==> config.mk <==
export PLATFORM = sky130hd
export DESIGN_NAME = burst_read_ctrl
export DESIGN_NICKNAME = d
export VERILOG_FILES = /design/src/rtl/brc_pkg.sv /design/src/rtl/brc_addr_gen.sv /design/src/rtl/brc_seq.sv /design/src/rtl/brc_edge_out.sv /design/src/rtl/burst_read_ctrl.sv
export SDC_FILE = /design/constraint.sdc
export NUM_CORES = 1
export LEC_CHECK = 0
export BUFFER_PORTS_ARGS = -buffer_cell sky130_fd_sc_hd__buf_2
export CORE_MARGIN = 2
export CORE_UTILIZATION = 48
export CTS_BUF_LIST = sky130_fd_sc_hd__clkbuf_4
export CTS_CLUSTER_DIAMETER = 50
export DETAILED_ROUTE_END_ITERATION = 8
export HOLD_SLACK_MARGIN = 0.12
export PLACE_DENSITY = 0.68
export SLEW_MARGIN = 20
export SYNTH_ARGS = -nofsm -noshare
export SYNTH_HDL_FRONTEND = slang
export SYNTH_SLANG_ARGS = --single-unit
==> constraint.sdc <==
create_clock -name clk -period 7.95 [get_ports clk]
set_input_delay 1.59 -clock clk [delete_from_list [all_inputs] [get_ports clk]]
set_output_delay 1.59 -clock clk [all_outputs]
set_load 0.01 [all_outputs]
==> src/rtl/brc_pkg.sv <==
package brc_pkg;

  typedef enum logic [1:0] {ST_IDLE, ST_LAT, ST_DATA, ST_STALL} brc_state_e;
  typedef enum logic [1:0] {BM_FOUR, BM_EIGHT, BM_CONT, BM_SINGLE} brc_mode_e;

  typedef struct packed {
    logic       sync;
    logic [2:0] lat;
    logic       hold2;
    logic       early;
    logic       inter;
    logic       fall;
    logic [2:0] len;
  } brc_cfg_t;

  function automatic brc_cfg_t brc_decode(input logic [15:0] raw);
    brc_cfg_t c;
    c.sync  = raw[15];
    c.lat   = raw[13:11];
    c.hold2 = raw[9];
    c.early = raw[8];
    c.inter = raw[7];
    c.fall  = raw[6];
    c.len   = raw[2:0];
    return c;
  endfunction

  function automatic logic [2:0] brc_lat_eff(input logic [2:0] f);
    return (f < 3'd2) ? 3'd2 : f;
  endfunction

  // stall = floor(offset * latency / 3)
  function automatic logic [4:0] brc_stall_len(input logic [1:0] k, input logic [2:0] lat);
    logic [4:0] p;
    p = 5'(k) * 5'(lat);
    return p / 5'd3;
  endfunction

endpackage

==> src/rtl/brc_addr_gen.sv <==
module brc_addr_gen
  import brc_pkg::*;
#(
  parameter int AW = 12
) (
  input  logic [AW-1:0] base,
  input  logic [AW:0]   beat,
  input  brc_mode_e     mode,
  input  logic          inter,
  output logic [AW-1:0] addr,
  output logic          past_end
);
  logic [AW:0] sum;
  logic [1:0]  lo2;
  logic [2:0]  lo3;

  always_comb begin
    sum      = {1'b0, base} + beat;
    lo2      = inter ? (base[1:0] ^ beat[1:0]) : (base[1:0] + beat[1:0]);
    lo3      = inter ? (base[2:0] ^ beat[2:0]) : (base[2:0] + beat[2:0]);
    past_end = 1'b0;
    case (mode)
      BM_FOUR:  addr = {base[AW-1:2], lo2};
      BM_EIGHT: addr = {base[AW-1:3], lo3};
      BM_CONT: begin
        addr     = sum[AW-1:0];
        past_end = sum[AW];
      end
      default:  addr = base;
    endcase
  end
endmodule

==> src/rtl/brc_seq.sv <==
module brc_seq
  import brc_pkg::*;
#(
  parameter int AW          = 12,
  parameter int DW          = 16,
  parameter int PARAM_WORDS = 16
) (
  input  logic          clk,
  input  logic          rst,
  input  brc_cfg_t      cfg,
  input  logic          adv_n,
  input  logic [AW-1:0] addr_in,
  output logic [AW-1:0] arr_addr,
  input  logic [DW-1:0] arr_data,
  output logic [DW-1:0] r_dout,
  output logic          r_valid,
  output logic          r_wait_n,
  output brc_mode_e     mode_o,
  output logic          hold2_o,
  output logic          early_o
);
  localparam int BW = AW + 1;

  brc_state_e    st, st_n;
  brc_mode_e     mode, mode_n;
  logic [AW-1:0] base, base_n;
  logic [BW-1:0] beat, beat_n, nbeats;
  logic          hc, hc_n;
  logic [2:0]    lat_c, lat_c_n, lat_q, lat_q_n;
  logic [4:0]    sc, sc_n, s_len, s_len_n;
  logic          stalled, stalled_n;
  logic          inter, inter_n, hold2, hold2_n, early, early_n;
  logic          load, done, stall_now, due_n, hold_last, hold_last_n;
  logic [AW-1:0] cur_addr, nxt_addr;
  logic          cur_end, nxt_end;

  brc_addr_gen #(.AW(AW)) u_cur (
    .base(base), .beat(beat), .mode(mode), .inter(inter),
    .addr(cur_addr), .past_end(cur_end)
  );

  brc_addr_gen #(.AW(AW)) u_nxt (
    .base(base_n), .beat(beat_n), .mode(mode_n), .inter(inter_n),
    .addr(nxt_addr), .past_end(nxt_end)
  );

  assign arr_addr = cur_addr;
  assign mode_o   = mode;
  assign hold2_o  = hold2;
  assign early_o  = early;

  always_comb begin
    case (mode)
      BM_FOUR:  nbeats = BW'(4);
      BM_EIGHT: nbeats = BW'(8);
      default:  nbeats = BW'(1);
    endcase
    s_len     = brc_stall_len(base[1:0], lat_q);
    done      = (mode == BM_CONT) ? cur_end : (beat == nbeats);
    hold_last = !hold2 || hc;
    stall_now = (mode == BM_CONT) && !stalled && (beat != '0) &&
                (cur_addr[3:0] == 4'd0) && (s_len != 5'd0) && !cur_end;

    st_n = st; mode_n = mode; base_n = base; beat_n = beat; hc_n = hc;
    lat_c_n = lat_c; lat_q_n = lat_q; sc_n = sc; stalled_n = stalled;
    inter_n = inter; hold2_n = hold2; early_n = early; load = 1'b0;

    if (!adv_n) begin
      st_n      = ST_LAT;
      base_n    = addr_in;
      beat_n    = '0;
      hc_n      = 1'b0;
      stalled_n = 1'b0;
      if (!cfg.sync || (addr_in < AW'(PARAM_WORDS))) mode_n = BM_SINGLE;
      else if (cfg.len == 3'b001)                    mode_n = BM_FOUR;
      else if (cfg.len == 3'b010)                    mode_n = BM_EIGHT;
      else if (cfg.len == 3'b111)                    mode_n = BM_CONT;
      else                                           mode_n = BM_FOUR;
      inter_n = cfg.inter && (mode_n != BM_CONT);
      hold2_n = cfg.hold2 && cfg.sync;
      early_n = cfg.early;
      lat_q_n = brc_lat_eff(cfg.lat);
      lat_c_n = cfg.sync ? brc_lat_eff(cfg.lat) : 3'd1;
    end else begin
      case (st)
        ST_LAT: begin
          if (lat_c == 3'd1) begin
            load = 1'b1; st_n = ST_DATA; beat_n = beat + 1'b1; hc_n = 1'b0;
          end else begin
            lat_c_n = lat_c - 3'd1;
          end
        end
        ST_DATA: begin
          if (!hold_last) begin
            hc_n = 1'b1;
          end else if (done) begin
            st_n = ST_IDLE;
          end else if (stall_now) begin
            st_n = ST_STALL; sc_n = s_len; stalled_n = 1'b1;
          end else begin
            load = 1'b1; beat_n = beat + 1'b1; hc_n = 1'b0;
          end
        end
        ST_STALL: begin
          if (sc == 5'd1) begin
            load = 1'b1; st_n = ST_DATA; beat_n = beat + 1'b1; hc_n = 1'b0;
          end else begin
            sc_n = sc - 5'd1;
          end
        end
        default: ;
      endcase
    end

    s_len_n     = brc_stall_len(base_n[1:0], lat_q_n);
    hold_last_n = !hold2_n || hc_n;
    due_n       = (mode_n == BM_CONT) && !stalled_n && (beat_n != '0) &&
                  (nxt_addr[3:0] == 4'd0) && (s_len_n != 5'd0) && !nxt_end;
  end

  always_ff @(posedge clk) begin
    if (rst) begin
      st <= ST_IDLE; mode <= BM_SINGLE; base <= '0; beat <= '0; hc <= 1'b0;
      lat_c <= 3'd0; lat_q <= 3'd2; sc <= 5'd0; stalled <= 1'b0;
      inter <= 1'b0; hold2 <= 1'b0; early <= 1'b0;
      r_dout <= '0; r_valid <= 1'b0; r_wait_n <= 1'b1;
    end else begin
      st <= st_n; mode <= mode_n; base <= base_n; beat <= beat_n; hc <= hc_n;
      lat_c <= lat_c_n; lat_q <= lat_q_n; sc <= sc_n; stalled <= stalled_n;
      inter <= inter_n; hold2 <= hold2_n; early <= early_n;
      if (load) r_dout <= arr_data;
      r_valid  <= (st_n == ST_DATA);
      r_wait_n <= !((st_n == ST_STALL) ||
                    (early_n && (st_n == ST_DATA) && hold_last_n && due_n));
    end
  end
endmodule

==> src/rtl/brc_edge_out.sv <==
module brc_edge_out #(
  parameter int DW = 16
) (
  input  logic          clk,
  input  logic          rst,
  input  logic          fall_sel,
  input  logic [DW-1:0] r_dout,
  input  logic          r_valid,
  input  logic          r_wait_n,
  output logic [DW-1:0] out_dout,
  output logic          out_valid,
  output logic          out_wait_n,
  output logic          f_valid_o
);
  logic [DW-1:0] f_dout;
  logic          f_valid, f_wait_n;

  always_ff @(negedge clk) begin
    if (rst) begin
      f_dout <= '0; f_valid <= 1'b0; f_wait_n <= 1'b1;
    end else begin
      f_dout <= r_dout; f_valid <= r_valid; f_wait_n <= r_wait_n;
    end
  end

  assign out_dout   = fall_sel ? f_dout   : r_dout;
  assign out_valid  = fall_sel ? f_valid  : r_valid;
  assign out_wait_n = fall_sel ? f_wait_n : r_wait_n;
  assign f_valid_o  = f_valid;
endmodule

==> src/rtl/burst_read_ctrl.sv <==
module burst_read_ctrl
  import brc_pkg::*;
#(
  parameter int AW          = 12,
  parameter int DW          = 16,
  parameter int PARAM_WORDS = 16
) (
  input  logic          clk,
  input  logic          rst,
  input  logic          cfg_wr,
  input  logic [15:0]   cfg_data,
  input  logic          adv_n,
  input  logic [AW-1:0] addr_in,
  output logic [AW-1:0] arr_addr,
  input  logic [DW-1:0] arr_data,
  output logic [DW-1:0] dout,
  output logic          dout_valid,
  output logic          wait_n
);
  logic [15:0]   cfg_q;
  brc_cfg_t      cfg;
  logic [DW-1:0] seq_dout;
  logic          seq_valid, seq_wait_n, fall_valid;
  brc_mode_e     seq_mode;
  logic          seq_hold2, seq_early;

  always_ff @(posedge clk) begin
    if (rst)         cfg_q <= 16'h0000;
    else if (cfg_wr) cfg_q <= cfg_data;
  end

  assign cfg = brc_decode(cfg_q);

  brc_seq #(.AW(AW), .DW(DW), .PARAM_WORDS(PARAM_WORDS)) u_seq (
    .clk(clk), .rst(rst), .cfg(cfg), .adv_n(adv_n), .addr_in(addr_in),
    .arr_addr(arr_addr), .arr_data(arr_data),
    .r_dout(seq_dout), .r_valid(seq_valid), .r_wait_n(seq_wait_n),
    .mode_o(seq_mode), .hold2_o(seq_hold2), .early_o(seq_early)
  );

  brc_edge_out #(.DW(DW)) u_out (
    .clk(clk), .rst(rst), .fall_sel(cfg.fall),
    .r_dout(seq_dout), .r_valid(seq_valid), .r_wait_n(seq_wait_n),
    .out_dout(dout), .out_valid(dout_valid), .out_wait_n(wait_n),
    .f_valid_o(fall_valid)
  );
endmodule

==> results.md, run 1 <==
* Netlist cell types at 88
* Clock Path Buffers at 2
* TritonCTS Buffers at 9
* Clock skew at 0.0361 ns
* Hold path depth at 2
* Number of port buffers at 72
* Outcome: finished clean
* Post-synthesis sequential area ratio at 30.4%
* Cell with the most instances after synthesis: dfxtp_1
* PostCTS Resize Cnt at 0
* Vias in the first global route at about 5100
* Fin nets at roughly 890
* # IOs at 78
* Clk slew on worst S/H paths at 0.16 ns
* P&R area growth vs syn at 9.97%
* Routed len/inst at 15.1 um
* Die Width at 116 um
* Worst path arrival time at between 5 and 6 ns
* Routed via count at roughly 5500
* Total track usage at 22.8%
* Worst Hold Class: reg -> reg
* Die height at between 100 and 150 um
* Fin. Hold Viols at 0
* Syn Nets at around 830
* R2R cell count at 24
* P per Cell Area at 137 nW/um^2
* Pleak at 0.00306 uW
* Drt drc at 0
* Gr ovfl total at 0
* Worst-Margin Slew at 0.950 ns
* Post-synth EDFFs at 0
* RD Place Congestion at 0.852
* Die ar. at 13500 sq um
* Wl on met1 at 6490 um
* WL met2 at between 7000 and 8000 um
* Antenna Nets Post-Route at 0
* WL final at 14800 um
* TritonRoute pass-1 iters at 5
* Max Slew Vio Count at 0
* Hold Path End: u_seq.r_dout[8]
* Initial drt markers at 392
* # diodes at 0
* RSZ-0062 raised after global routing: false
* CP startpoint kind: flop
* CP Data Required Time at 6.36 ns
* Final cell count without fillers at 978
* Crit-path max FO at 1
* Reg2Reg Setup Slack at 1.48 ns
* Core Area at approximately 12000 sq um
* Relative slew slack at 36.7%
* Syn_area_per_cell at just over 8 sq um
* Worst R2R End: u_seq.r_wait_n
* Mapped Cells at 735
* Hold_ws at between 0.4 and 0.5 ns
* VDD IR max at 0.000133 V
* Setup violators final at 0
* Ys flop type: dfxtp_1
* Fin Setup TNS at 0 ns
* Antenna violations before repair at 0
* Share of layout cells above drive strength 1 at 19.5%
* Post-CTS Hold Fix Bufs at 0
* Area contributors post-synth: dfxtp_1 (30%), ha_1 (7.8%), mux2_2 (5.4%)
* Critical path type: reg -> out
* Top cell type's share of synthesized area at between 30% and 40%
* Clock root cell: clkbuf_4
* Asr flop ratio synth at 0%
* Htree depth at 3
* Hold wc startpoint: u_seq.r_dout[8]
* Row cnt at 41
* #FFs+latches synth at 92
* Post-DP HPWL at 11100 um
* Max cap viols at 0
* Mapped cell area at 6060 sq um
* Synth area leader: dfxtp_1
* Synth top cells by count: dfxtp_1 (92), nand2_1 (84), nor2_1 (71), a21oi_1 (60), ha_1 (38)
* Total Power at a little over 900 uW
* Largest net degree at the start of global routing at 56
* CTS tree: yes
* Yosys warns at 0
* Routed length on met3 at 681 um
* Worst R2R Start: u_seq.base[1]
* Post-Place Cells at 945
* Clk sinks at 92
* Number of buffers added for setup after CTS at 0
* CP Capture Type: primary output
* Initial Util at roughly half
* Highest routed metal layer: met4
* Global-route wire length before repair at roughly 25000 um
* DR vias/cell at 5.65
* Worst-Skew Late Latency at slightly above 0.5 ns
-- per-stage QoR --
step	cell area [sq um]	worst slack, ns	util (%)
6_report	6670	1.17	53.5
5_1_grt	6670	1.02	53.5
4_1_cts	6670	1.15	53.5
3_5_place_dp	6460	1.34	51.8
3_3_place_gp	6460	1.37	51.8
2_1_floorplan	6060	1.67	-
-- registers in the layout (all words and copies together), names as in the netlist, 2 cells and up --
name          cells
u_seq.mode_o      2
u_seq.st          2
u_seq.r_dout     16
u_seq.lat_c       3
u_seq.sc          5
u_seq.base       12
u_seq.lat_q       3
cfg_q            11
u_seq.beat       13
u_out.f_dout     16
-- cell type report --
class                      instances  area, sq um
clock buffer                       9         67.6
clock inverter                    25          139
fill                            1196         5800
inverter                          34          128
multi-input combinational        571         3890
sequential                        92         1840
tap                              172          215
timing repair buffer              75          383
-- power breakdown --
part	internal, uW	switching (uW)
clock network	86.5	212
registers	473	14.9
logic	53.6	70.6
-- worst max-delay path, stage by stage, from the launching register on --
cell	delay (ns)
dfxtp_1	0.30
mux2_2	0.26
buf_2	0.14
-- kinds of logic (layout without fill, tap and decap cells) --
| logic type | Yosys count | in the layout | share of synthesized area [%] |
|---|---|---|---|
| and+or+nand+nor | 297 | 297 | 25.7 |
| adders and majority gates | 42 | 42 | 9.16 |
| xor gates and xnor gates | 19 | 19 | 2.87 |
| buffers and inverters | 72 | 143 | 5.45 |
| DFF | 92 | 92 | 30.4 |
| AOI/OAI and AO/OA | 165 | 165 | 18.0 |
| muxes | 48 | 48 | 8.52 |
-- cell usage in the layout, fill, tap and decap left out, drive strengths merged, types with 9 or more instances in the layout --
cell type  instances
inv               56
nand4             10
a21oi             63
nor3              14
nand2b             9
mux2i             19
nor2              71
and3              10
dfxtp             92
nand3             16
o21ai             35
nand2             85
clkbuf             9
mux2              29
ha                38
buf               75
xnor2             12
nor2b             37
a31oi             11
-- worst max path at each step --
stage                                 from        endpoint  slack, ns  depth (start not counted)
after CTS                 u_out.f_dout[14]        dout[14]       1.15                          2
after detailed placement               rst  u_out.f_wait_n       1.34                          2
after global routing         u_seq.base[1]  u_seq.r_wait_n       1.02                         24
after global placement                 rst  u_out.f_wait_n       1.37                          2
final                     u_out.f_dout[14]        dout[14]       1.17                          2
after floorplan                        rst  u_out.f_wait_n       1.67                          3
-- per-layer routing --
metal | track usage (%) | up-vias
li1 | - | 2737
met1 | 29.3 | 2588
met2 | 39.8 | 171
met3 | 3.11 | 25
met4 | 7.06 | 0
met5 | 0 | -
(Power assumes the default switching activity.)
==> inputs of run 2 (changes only) <==
CORE_UTILIZATION = 30   (was 48)
PLACE_DENSITY = not set   (was 0.68)
==> results.md, run 2 (synthesized netlist as in run 1, its figures left out) <==
* TritonRoute pass-1 iters at 5 (unchanged)
* Die ar. at 21400 sq um (+58%)
* Share of layout cells above drive strength 1 at 19.7% (+0.22 points)
* PostCTS Resize Cnt at 0 (unchanged)
* Critical path type: reg -> out
* Most common cell after layout, fill and taps aside: dfxtp_1
* RD Place Congestion at 0.848 (-0.47%)
* Hold_ws at 0.473 ns (-0.00333 ns)
* Sw Pwr at 291 uW (-2.1%)
* Antenna violations before repair at 2 (+2)
* Pleak at 0.00308 uW (+0.76%)
* Setup violators final at 0 (unchanged)
* Max cap viols at 0 (unchanged)
* CTS tree: yes
* Most frequent cells in the layout: dfxtp_1 (92), nand2_1 (84), buf_2 (72)
* Gr ovfl total at 0 (unchanged)
* Number of fill cells at 2230 (+86%)
* Max Slew Vio Count at 0 (unchanged)
* Initial drt markers at 291 (-26%)
* Antenna Nets Post-Route at 0 (unchanged)
* Worst path arrival time at 5.15 ns (-0.04 ns)
* Storage cell area at 1840 sq um (unchanged)
* Crit-path max FO at 1 (unchanged)
* Number of buffers added for setup after CTS at 0 (unchanged)
* Outcome: finished clean
* Post-Place Worst Slack at 1.18 ns (-0.155 ns)
* Number of port buffers at 72 (unchanged)
* WL final at 15200 um (+3.0%)
* Clock root cell: clkbuf_4
* Drt drc at 0 (unchanged)
* Top Registers: u_out.f_dout (16), u_seq.r_dout (16), u_seq.beat (13)
* P&R area growth vs syn at 12.9%
* VDD IR max at 0.0000865 V (-35%)
* Die Width at 146 um (+26%)
* Routed len/inst at 14.1 um (-6.6%)
* CP startpoint kind: flop
* Worst-Skew Late Latency at 0.48 ns (-0.03 ns)
* Comb pwr share at 12.9% (-0.7 points)
* Setup WS post-layout at 1.21 ns (+0.0354 ns)
* Clock Path Buffers at 2 (unchanged)
* Post-CTS Hold Fix Bufs at 0 (unchanged)
* Clock skew at 0.0405 ns (+0.00437 ns)
* Total track usage at 14.2% (-8.7 points)
* Largest net degree at the start of global routing at 44 (-21%)
* Vias in the first global route at 5027 (-2.0%)
* Sw Share at 30.2% (-2.5 points)
* RSZ-0062 raised after global routing: false
* Initial Util at 30.3% (-18 points)
* DR vias/cell at 4.93 (-13%)
* Relative slew slack at 37.9% (+1.2 points)
* Worst Hold Class: reg -> reg
* Fin Setup TNS at 0 ns (unchanged)
* Die height at 146 um (+26%)
* CP Data Required Time at 6.36 ns (about the same)
* Fin nets at 892 (+0.11%)
* Fin. Hold Viols at 0 (unchanged)
* Routed via count at 5315 (-3.7%)
* Clock share of power at 36.5% (+3.7 points)
* Post-DP HPWL at 11300 um (+2.0%)
* Flop pwr share at 50.7% (-2.9 points)
* Clk sinks at 92 (unchanged)
* Area of the multi-input gates at 3890 sq um (unchanged)
* Int Power at 673 uW (+9.8%)
* TritonCTS Buffers at 9 (unchanged)
* CP Capture Type: primary output
* # IOs at 78 (unchanged)
* Core Area at 20000 sq um (+61%)
* Htree depth at 3 (unchanged)
* Global-route wire length before repair at 24900 um (+1.5%)
* Row cnt at 52 (+27%)
* Worst-Margin Slew at 0.931 ns (-0.0185 ns)
* P per Cell Area at 141 nW/um^2 (+3.2%)
* Clk slew on worst S/H paths at 0.15 ns (about the same)
==> run 2: final timing paths <==
check | start | end | slack [ns] | cells past startpoint
setup / recovery | u_out.f_dout[9] | dout[9] | 1.21 | 2
hold / removal | u_seq.r_dout[3] | u_seq.r_dout[3] | 0.47 | 2
setup reg to reg | u_seq.base[0] | u_seq.r_wait_n | 1.74 | 25
hold reg to reg | u_seq.r_dout[3] | u_seq.r_dout[3] | 0.47 | 2
==> run 2: metrics by stage <==
stage                     power (uW)  util, %  cell area (sq um)  instances
after global placement           636     32.9               6590       1044
after detailed placement         637     32.9               6590       1044
after global routing            1020     34.1               6840       1078
after CTS                        977     34.1               6840       1077
after floorplan                  598        -               6060        735
final                            964     34.1               6840       1078
==> run 2: routing by layer <==
layer  up-vias  track usage, %  routed length (um)
met5         -               0                   0
li1       2733               -                   -
met4         0            4.13                 129
met3         9            2.84                 812
met2       114            22.5                6860
met1      2459            19.5                7420
==> run 2: final cells by class <==
cell class / count / area share [%]
multi-input combinational: 571 / 56.9
sequential: 92 / 26.9
timing repair buffer: 76 / 5.70
tap: 270 / 4.94
clock inverter: 25 / 2.65
inverter: 34 / 1.87
clock buffer: 9 / 0.987
antenna: 1 / 0.0366
==> run 2: worst max-delay path: stages, from the launching register on <==
cell and delay (ns):
dfxtp_1 0.30, mux2_2 0.25, buf_2 0.14
==> run 2: power by group through the flow <==
stage	Clock (uW)	Combinational, uW	Sequential, uW
2_1_floorplan	14.6	93.7	489
3_3_place_gp	14.6	124	498
3_5_place_dp	14.6	124	498
4_1_cts	364	125	488
5_1_grt	391	139	490
6_report	351	124	488
==> inputs of run 3 (changes only) <==
clock period = 5.8 ns   (was 7.95 ns; I/O delays follow)
==> results.md, run 3 (synthesized netlist as in run 1, its figures left out) <==
* TritonRoute pass-1 iters at 7 (+2)
* Reg2Reg Setup Slack at 0.48 ns (-1.26 ns)
* Hold Path End: u_seq.r_dout[7]
* Number of port buffers at 72 (unchanged)
* Htree depth at 3 (unchanged)
* Antenna Nets Post-Route at 0 (unchanged)
* Worst-Margin Slew at 0.987 ns (+0.0558 ns)
* Die height at 146 um (unchanged)
* CP Data Required Time at 6.15 ns (-0.21 ns)
* Buf+Inv Stages, Crit Path at 5 (+4)
* WL final at 15500 um (+1.8%)
* Fin. Hold Viols at 0 (unchanged)
* Setup WS post-layout at 0.481 ns (-0.726 ns)
* RD Place Congestion at 0.895 (+5.5%)
* Gr ovfl total at 0 (unchanged)
* Crit. Startpoint: u_seq.base[1]
* TritonCTS Buffers at 9 (unchanged)
* Clk sinks at 92 (unchanged)
* Fin nets at 911 (+2.1%)
* Minimum clock period at 5.32 ns
* Die ar. at 21400 sq um (unchanged)
* P&R area growth vs syn at 15.6%
* Worst Hold Class: reg -> reg
* Max Slew Vio Count at 0 (unchanged)
* Top Registers: u_out.f_dout (16), u_seq.r_dout (16), u_seq.beat (13)
* VDD IR max at 0.000134 V (+55%)
* Routed len/inst at 14.1 um (about the same)
* P per Cell Area at 189 nW/um^2 (+34%)
* CP startpoint kind: flop
* Worst R2R Start: u_seq.base[1]
* Slowest cell on the critical path: o221ai_1
* Max cap viols at 0 (unchanged)
* Fin Setup TNS at 0 ns (unchanged)
* Clk slew on worst S/H paths at 0.17 ns (+0.02 ns)
* Setup violators final at 0 (unchanged)
* Most frequent cells in the layout: dfxtp_1 (92), nand2_1 (84), buf_2 (72)
* Hold path depth at 2 (unchanged)
* R2R cell count at 26 (+4.0%)
* Relative slew slack at 34.2% (-3.7 points)
* Total Power at 1330 uW (+38%)
* CTS tree: yes
* Global-route wire length before repair at 25500 um (+2.4%)
* Worst-Skew Late Latency at 0.48 ns (about the same)
* Clock root cell: clkbuf_4
* Crit-path max FO at 6 (+5)
* Initial drt markers at 252 (-13%)
* Final worst-path cycle share at around nine tenths
* Worst path arrival time at 5.67 ns (+0.52 ns)
* Post-DP HPWL at 11700 um (+3.2%)
* Largest net degree at the start of global routing at 57 (+30%)
* CP Capture Type: flop
* # IOs at 78 (unchanged)
* Hold wc startpoint: u_seq.r_dout[7]
* Worst path top cell family by delay: compound AO/OA/AOI/OAI gates
* Vias in the first global route at 5092 (+1.3%)
* Pleak at 0.00317 uW (+3.0%)
* Initial Util at 30.3% (unchanged)
* Clock Path Buffers at 2 (unchanged)
* Most common cell after layout, fill and taps aside: dfxtp_1
* Design Area, Final at 7010 sq um (+2.4%)
* Core Area at 20000 sq um (unchanged)
* Total track usage at 14.5% (+0.33 points)
* Number of fill cells at 2157 (-3.3%)
* Outcome: finished clean
* Post-Place Worst Slack at 0.103 ns (-1.08 ns)
* Clock skew at 0.0394 ns (-0.00106 ns)
* Share of layout cells above drive strength 1 at 21.9% (+2.2 points)
* Drt drc at 0 (unchanged)
* Max Freq at 188 MHz
* Critical path type: reg -> reg
* Row cnt at 52 (unchanged)
* CP max stage delay at 0.41 ns (+0.11 ns)
* Die Width at 146 um (unchanged)
* Post-CTS Hold Fix Bufs at 0 (unchanged)
* DR vias/cell at 4.94 (+0.27%)
* RSZ-0062 raised after global routing: false
* Worst R2R End: u_seq.r_wait_n
* Antenna violations before repair at 1 (-1)
* Routed via count at 5428 (+2.1%)
* Cell area after placement at 6730 sq um (+2.0%)
run 3: cell types whose count changed in the layout (fill, tap and decap cells not counted):
cell      change
nor4_1        -2
diode_2       +1
nor2_1        +1
nor4_2        +2
o311ai_1      +1
fa_2          +1
nor2_2        -1
a31oi_2       +1
fa_1          -1
a31oi_1       -1
buf_4        +19
o311ai_0      -1
run 3: what timing repair did:
item                                   in CTS  in global routing
resized for setup                           0                  5
endpoints found under the hold margin       0                  0
setup endpoints to repair                   0                  1
buffers inserted                            0                  1
run 3: how the worst max path moves through the flow:
| stage | end | slack, ns | cells after the start |
|---|---|---|---|
| 2_1_floorplan | u_seq.r_wait_n | 0.71 | 25 |
| 3_3_place_gp | u_seq.r_wait_n | 0.13 | 25 |
| 3_5_place_dp | u_seq.r_wait_n | 0.10 | 25 |
| 4_1_cts | u_seq.r_wait_n | 0.04 | 25 |
| 5_1_grt | u_seq.r_wait_n | 0.02 | 28 |
| 6_report | u_seq.r_wait_n | 0.48 | 26 |
run 3: layout make-up:
class | count | area (sq um) | area share (%)
clock inverter | 25 | 181 | 2.59
tap | 270 | 338 | 4.82
sequential | 92 | 1840 | 26.3
clock buffer | 9 | 67.6 | 0.964
multi-input combinational | 571 | 3910 | 55.8
antenna | 2 | 5.00 | 0.0714
inverter | 34 | 128 | 1.82
timing repair buffer | 95 | 533 | 7.61
run 3: worst min-delay path, stage by stage (launching register included):
cell	delay, ns
dfxtp_1	0.34
nand2_1	0.05
a21oi_1	0.05
run 3: metal layers:
layer | share of wire, % | track usage (%) | vias to the layer above
met5 | 0 | 0 | -
met4 | 1.7 | 4.51 | 0
met3 | 6.0 | 3.16 | 23
met2 | 45 | 22.6 | 147
met1 | 47 | 20.0 | 2489
li1 | - | - | 2769
run 3: power by group:
| group | internal (uW) | switching (uW) | leakage [uW] |
|---|---|---|---|
| logic | 77.2 | 100 | 0.00224 |
| clock network | 201 | 281 | 0.000191 |
| registers | 648 | 19.7 | 0.000747 |
run 3: stage by stage:
stage | hold WS, ns | util (%) | std cells
2_1_floorplan | 0.442 | - | 735
3_3_place_gp | 0.450 | 33.6 | 1062
3_5_place_dp | 0.456 | 33.6 | 1062
4_1_cts | 0.476 | 34.8 | 1095
5_1_grt | 0.505 | 35.0 | 1097
6_report | 0.472 | 35.0 | 1098
